$ cat src/rtl/cmd_hdr_decoder.sv
module cmd_hdr_decoder #(
  parameter int AW = 16,
  parameter int LW = 16
) (
  input  logic          clk,
  input  logic          rst_n,
  input  logic          start,
  input  logic [AW-1:0] start_addr,
  input  logic [LW-1:0] list_len,
  output logic          mem_rd,
  output logic [AW-1:0] mem_addr,
  input  logic [31:0]   mem_rdata,
  output logic          wr_valid,
  input  logic          wr_ready,
  output logic [12:0]   wr_method,
  output logic [2:0]    wr_subch,
  output logic [31:0]   wr_data,
  output logic [12:0]   wr_remain,
  output logic          busy,
  output logic          done,
  output logic          err
);
  localparam int MW = 13;
  localparam logic [2:0] M_INC_OLD = 3'd0, M_INC = 3'd1, M_SAME_OLD = 3'd2,
                         M_SAME = 3'd3, M_IMM = 3'd4, M_ONCE = 3'd5;

  typedef enum logic [1:0] {S_IDLE, S_RD, S_CAP, S_EMIT} state_t;
  state_t state;

  logic [AW-1:0] ptr;
  logic [LW-1:0] left;
  logic          in_args;
  logic [2:0]    mode_q;
  logic [MW-1:0] base_q, cnt_q, idx_q;
  logic [2:0]    sub_q;

  wire [MW-1:0] h_method = mem_rdata[12:0];
  wire [2:0]    h_sub    = mem_rdata[15:13];
  wire [MW-1:0] h_cnt    = mem_rdata[28:16];
  wire [2:0]    h_mode   = mem_rdata[31:29];

  wire h_stream = (h_mode == M_INC_OLD) || (h_mode == M_INC) ||
                  (h_mode == M_SAME_OLD) || (h_mode == M_SAME) || (h_mode == M_ONCE);
  wire h_bad    = (h_mode > M_ONCE) || (h_mode == M_ONCE && h_cnt == '0);

  logic [MW-1:0] step;
  always_comb begin
    case (mode_q)
      M_INC_OLD, M_INC: step = idx_q;
      M_ONCE:           step = (idx_q != '0) ? MW'(1) : '0;
      default:          step = '0;
    endcase
  end

  assign wr_valid = (state == S_EMIT);
  assign mem_rd   = (state == S_RD) && (left != '0);
  assign mem_addr = ptr;
  assign busy     = (state != S_IDLE);
  assign done     = (state == S_RD) && (left == '0);
  assign err      = (state == S_CAP) && !in_args && h_bad;

  always_ff @(posedge clk) begin
    if (!rst_n) begin
      state     <= S_IDLE;
      ptr       <= '0;
      left      <= '0;
      in_args   <= 1'b0;
      mode_q    <= '0;
      base_q    <= '0;
      cnt_q     <= '0;
      idx_q     <= '0;
      sub_q     <= '0;
      wr_method <= '0;
      wr_subch  <= '0;
      wr_data   <= '0;
      wr_remain <= '0;
    end else begin
      case (state)
        S_IDLE: if (start) begin
          ptr     <= start_addr;
          left    <= list_len;
          in_args <= 1'b0;
          state   <= S_RD;
        end
        S_RD: begin
          if (left == '0) state <= S_IDLE;
          else begin
            ptr   <= ptr + AW'(1);
            left  <= left - LW'(1);
            state <= S_CAP;
          end
        end
        S_CAP: begin
          if (in_args) begin
            wr_method <= base_q + step;
            wr_subch  <= sub_q;
            wr_data   <= mem_rdata;
            wr_remain <= cnt_q - idx_q - MW'(1);
            state     <= S_EMIT;
          end else if (h_mode == M_IMM) begin
            wr_method <= h_method;
            wr_subch  <= h_sub;
            wr_data   <= {19'd0, h_cnt};
            wr_remain <= '0;
            state     <= S_EMIT;
          end else begin
            mode_q  <= h_mode;
            base_q  <= h_method;
            sub_q   <= h_sub;
            cnt_q   <= h_cnt;
            idx_q   <= '0;
            in_args <= h_stream && !h_bad && (h_cnt != '0);
            state   <= S_RD;
          end
        end
        S_EMIT: if (wr_ready) begin
          state <= S_RD;
          if (in_args) begin
            idx_q <= idx_q + MW'(1);
            if (idx_q + MW'(1) == cnt_q) in_args <= 1'b0;
          end
        end
        default: state <= S_IDLE;
      endcase
    end
  end
endmodule

$ cat config.mk
export PLATFORM = sky130hd
export DESIGN_NAME = cmd_hdr_decoder
export DESIGN_NICKNAME = d
export VERILOG_FILES = /design/src/rtl/cmd_hdr_decoder.sv
export SDC_FILE = /design/constraint.sdc
export NUM_CORES = 1
export LEC_CHECK = 0
export CAP_MARGIN = 20
export CORE_MARGIN = 3
export CORE_UTILIZATION = 33
export CTS_BUF_LIST = sky130_fd_sc_hd__clkbuf_4 sky130_fd_sc_hd__clkbuf_8
export DETAILED_ROUTE_END_ITERATION = 8
export DONT_BUFFER_PORTS = 1
export GPL_TIMING_DRIVEN = 0
export HOLD_SLACK_MARGIN = 0.03
export PLACE_DENSITY = 0.56
export SLEW_MARGIN = 30
export SYNTH_ARGS = -nofsm -noshare
export SYNTH_HDL_FRONTEND = slang
export SYNTH_SLANG_ARGS = --single-unit
$ cat constraint.sdc
create_clock -name clk -period 6 [get_ports clk]
set_input_delay 1.2 -clock clk [delete_from_list [all_inputs] [get_ports clk]]
set_output_delay 1.2 -clock clk [all_outputs]
set_load 0.01 [all_outputs]
# ---- Yosys cells after proc, flatten, opt, wreduce, memory -nomap -nowiden
# Cells that the tools add are included.
# Widths: inputs -> output; s select.
dict set report totals {
  ff_bits 141
  inputBits 68
  output_inout_bits 82
  word_cells 107
}
dict set report classes {
  add_sub_neg 6
  order_cmp 1
  eq_ne 17
  muxes 34
  bitwise 2
  reduce_logical 34
}
# op count
set ops {}
lappend ops {{$mux 13} 8}
lappend ops {{$mux 16} 4}
lappend ops {{$mux 32} 2}
lappend ops {{$pmux 16 s2} 2}
lappend ops {{$pmux 13 s2} 2}
lappend ops {{$reduce_bool 13->1} 2}
lappend ops {{$add 16x1->16 const B} 1}
lappend ops {{$logic_not 16->1} 1}
lappend ops {{$reduce_bool 16->1} 1}
lappend ops {{$sub 16x1->16 const B} 1}
lappend ops {{$add 13x1->13 const B} 1}
lappend ops {{$add 13x13->13} 1}
lappend ops {{$eq 13x13->1} 1}
lappend ops {{$logic_not 13->1} 1}
lappend ops {{$sub 13x1->13 const B} 1}
lappend ops {{$sub 13x13->13} 1}
lappend ops {{$mux 2} 5}
lappend ops {{$eq 3x3->1 const B} 3}
lappend ops {{$reduce_and 3->1} 3}
lappend ops {{$ne 2x2->1 const B} 4}
lappend ops {{$pmux 2 s4} 1}
lappend ops {{$reduce_bool 2->1} 4}
lappend ops {{$logic_and 1x1->1} 7}
lappend ops {{$mux 1} 7}
lappend ops {{other kinds (17)} 30}

# ---- Depth between registers and ports, before layout
dict set report depth {
  ltp_word 10
  depth_mapped 14
  mapped_depth_nobuf 14
}

# ---- Least setup slack after synthesis
# Ideal clock, no wire load.
dict set report synth_timing {
  path_type {in2out}
  from {input mem_rdata[22]}
  to {output err}
  arrival_time_ns 1.872
  t_required_ns 4.800
  path_slack_ns 2.928
  cell_stages 4
  path_buffers 0
  cell_sequence {nor4_1 and4_1 a21oi_1 nor2_1}
}
dict set report synth_between {
  elab_chain_cells 4
}
# item line
set synth_lines {}
lappend synth_lines {{start, declared} 12} ;# input logic [31:0] mem_rdata,
lappend synth_lines {{$logic_not 13->1} 44} ;# wire h_bad = (h_mode > M_ONCE) || (h_mode == M_ONCE && h_cnt == '0);
lappend synth_lines {{$logic_and 1x1->1} 44}
lappend synth_lines {{$logic_or 1x1->1} 44}
lappend synth_lines {{$logic_and 1x1->1} 60} ;# assign err = (state == S_CAP) && !in_args && h_bad;
lappend synth_lines {{end, declared} 21} ;# output logic err
# Every way passes these cells.

# ---- Final worst setup path
dict set report layout_timing {
  from {register left[0]}
  to {output mem_rd}
}
dict set report layout_between {
  elab_chain_cells 2
}
# item line
set layout_lines {}
lappend layout_lines {{start, declared} 31} ;# logic [LW-1:0] left;
lappend layout_lines {{start signal, assigned} 81} ;# left <= list_len;
lappend layout_lines {{start signal, assigned} 89} ;# left <= left - LW'(1);
lappend layout_lines {{$reduce_bool 16->1} 56} ;# assign mem_rd = (state == S_RD) && (left != '0);
lappend layout_lines {{$logic_and 1x1->1} 56}
lappend layout_lines {{end, declared} 10} ;# output logic mem_rd,
# Every way passes these cells.

==> results_dict.tcl <==
set metrics [dict create \
    outcome "completed" \
    avgSynthCellArea_um2 7.886 \
    critPathArrivalTime_ns 2.34 \
    vias 7648 \
    cts_hold_buf 0 \
    crit_path_end_kind "output pin" \
    worstHoldPathType "reg2reg" \
    fin_crit_ns 3.541 \
    max_freq_mhz 282.4 \
    maxCapViolations 0 \
    grtUsageTotal_pct 20.97 \
    die_area_mm2 0.02608 \
    max-clock-path-buffers 2 \
    diodes 0 \
    synth_edf_count 0 \
    htree_levels 4 \
    synth_area_mm2 0.007980 \
    die_w_um 161.5 \
    vdd_drop_max_uv 109.5 \
    hold_viol 0 \
    portBuffers 0 \
    synth_area_leaders "dfxtp_1 (35%), a21oi_1 (6.5%), nand2_1 (6.1%)" \
    gp_congestion 0.9026 \
    tightest_slew_ns 0.8470 \
    async_flop_share_pct 0 \
    cts_buffers 17 \
    setup_tns_ns 0 \
    nets 1134 \
    finalPower_uw 2279 \
    crit_required_ns 4.80 \
    synthFlopType "dfxtp_1" \
    post-route-period-util_pct 59.02 \
    clk_pin_slew_ns 0.10 \
    startpoint_type "register" \
    fin_util_pct 37.16 \
    yosysTopAreaCellShare_pct 35.37 \
    slowest_stage "or3b_2" \
    first_global_vias 7289 \
    worstSkewPairLatency_ns 0.47 \
    syn2layout_area_growth_pct 9.940 \
    wl_per_cell_um 20.44 \
    synth_warnings 0 \
    power_density_mw_per_mm2 259.8 \
    fin_worst_skew_ns 0.01773 \
    ant_nets 0 \
    cpLargestDelayFamily "simple AND/OR/NAND/NOR gates" \
    cts_root_buf "clkbuf_8" \
    path_max_fanout 10 \
    slew_violations 0 \
    ioPinCount 150 \
    grt_max_degree 17 \
    antenna_found_initial 0 \
    grt_pass1_wl_um 42550 \
    initial_core_util_pct 33.80 \
    post-route-drc-count 0 \
    synth.lib_cells_used.distinct 71 \
    core_mm2 0.02361 \
    cellLeakagePower_uw 0.003074 \
    dp_cells 1331 \
    synth-seq-cells 141 \
    cts_tree "built" \
    critPathKind "reg2out" \
    cts_resized 0 \
    path_cells "inv_1 -> ha_1 -> or3b_2 -> nor2b_1 -> buf_2 -> and2_1 -> a21oi_1" \
    avgViaCountPerCell 5.611 \
    yosysTopAreaCell "dfxtp_1" \
    cp_num_buf_inv 2 \
    layout-drive-gt1-share_pct 6.609 \
    postCtsSetupBuffers 0 \
    rsz0062_at_grt "false" \
    maxSlewHeadroom_pct 43.53 \
    syn_nets 1115 \
    die_y_um 161.5 \
    max_stage_delay_ns 0.50 \
    wl_um 27860 \
    grt_overflow 0 \
    setup_viol 0 \
    yosysMostFrequentCell "dfxtp_1" \
    hpwl_um 20870 \
    nFillCells 2536 \
    drt_iter0_markers 728 \
    synthCells 1012 \
    dr.pass1.iters 5 \
    final_cells 1363 \
    clkSinkCount 141 \
    holdWs_ns 0.4617 \
    synthTopCellsByCount "dfxtp_1 (141), nand2_1 (130), a21oi_1 (103), nor2_1 (98), clkbuf_1 (49)" \
    num_rows 56 \
    synth_seq_area_share_pct 35.37 \
]
final timing paths:
path / start / to / slack [ns] / depth (start not counted)
max: left[0] / mem_rd / 2.46 / 7
min: sub_q[1] / sub_q[1] / 0.46 / 2
max reg2reg: idx_q[0] / wr_method[10] / 2.62 / 14
min reg2reg: sub_q[1] / sub_q[1] / 0.46 / 2
tightest hold or removal path, cell delays in order (launching register included):
cell	delay, ns
dfxtp_1	0.32
nand2_1	0.05
a21oi_1	0.05
kinds of logic after synthesis:
logic type / after synthesis / share of synthesized area [%]
xor+xnor: 31 / 3.402
buf+inv: 103 / 5.441
fa+ha+maj: 35 / 5.676
mux: 26 / 3.293
flops: 141 / 35.37
compound gates: 307 / 25.37
simple gates: 369 / 21.45
cells in the final DEF, fill, tap and decap left out, drive strengths merged, types with 19 or more instances in the layout:
| cell | n |
|---|---|
| buf | 19 |
| xnor2 | 20 |
| inv | 44 |
| o21ai | 47 |
| nand2 | 130 |
| clkbuf | 67 |
| a211oi | 34 |
| a21oi | 103 |
| dfxtp | 141 |
| nand3 | 25 |
| ha | 33 |
| nor3 | 42 |
| a22oi | 24 |
| mux2i | 24 |
| nor2 | 99 |
metal layers:
metal / wire length [um] / track usage [%] / part of all wire, %
met1: 12070 / 26.83 / 43
met2: 12420 / 33.35 / 45
met3: 2819 / 7.284 / 10
met4: 553 / 6.414 / 2.0
met5: 0 / 0 / 0
state kept, by name, indices dropped and copies added, names as in the netlist:
register,flops
wr_method,13
wr_subch,3
in_args,1
sub_q,3
wr_data,32
base_q,13
mode_q,3
state,2
cnt_q,13
left,16
wr_remain,13
idx_q,13
mem_addr,16
metrics by stage:
stage,setup WS (ns),instance area [um2]
floorplan,2.928,7980
global placement,2.579,8379
detailed placement,2.574,8379
CTS,2.456,8773
global route,2.266,8773
finish,2.459,8773
power breakdown:
part	total [uW]	internal, uW	switching, uW
clock	809	356	453
sequential	1050	981	67.3
combinational	421	158	264
total	2280	1490	784
layout make-up:
class | instances | area (um2) | share of cell area (%)
inverter | 35 | 131.4 | 1.497
sequential | 141 | 2823 | 32.17
tap | 319 | 399.1 | 4.549
clock buffer | 18 | 247.7 | 2.824
clock inverter | 14 | 146.4 | 1.669
multi-input combinational | 768 | 4723 | 53.84
buffer | 68 | 302.8 | 3.451
(Power assumes the default switching activity.)
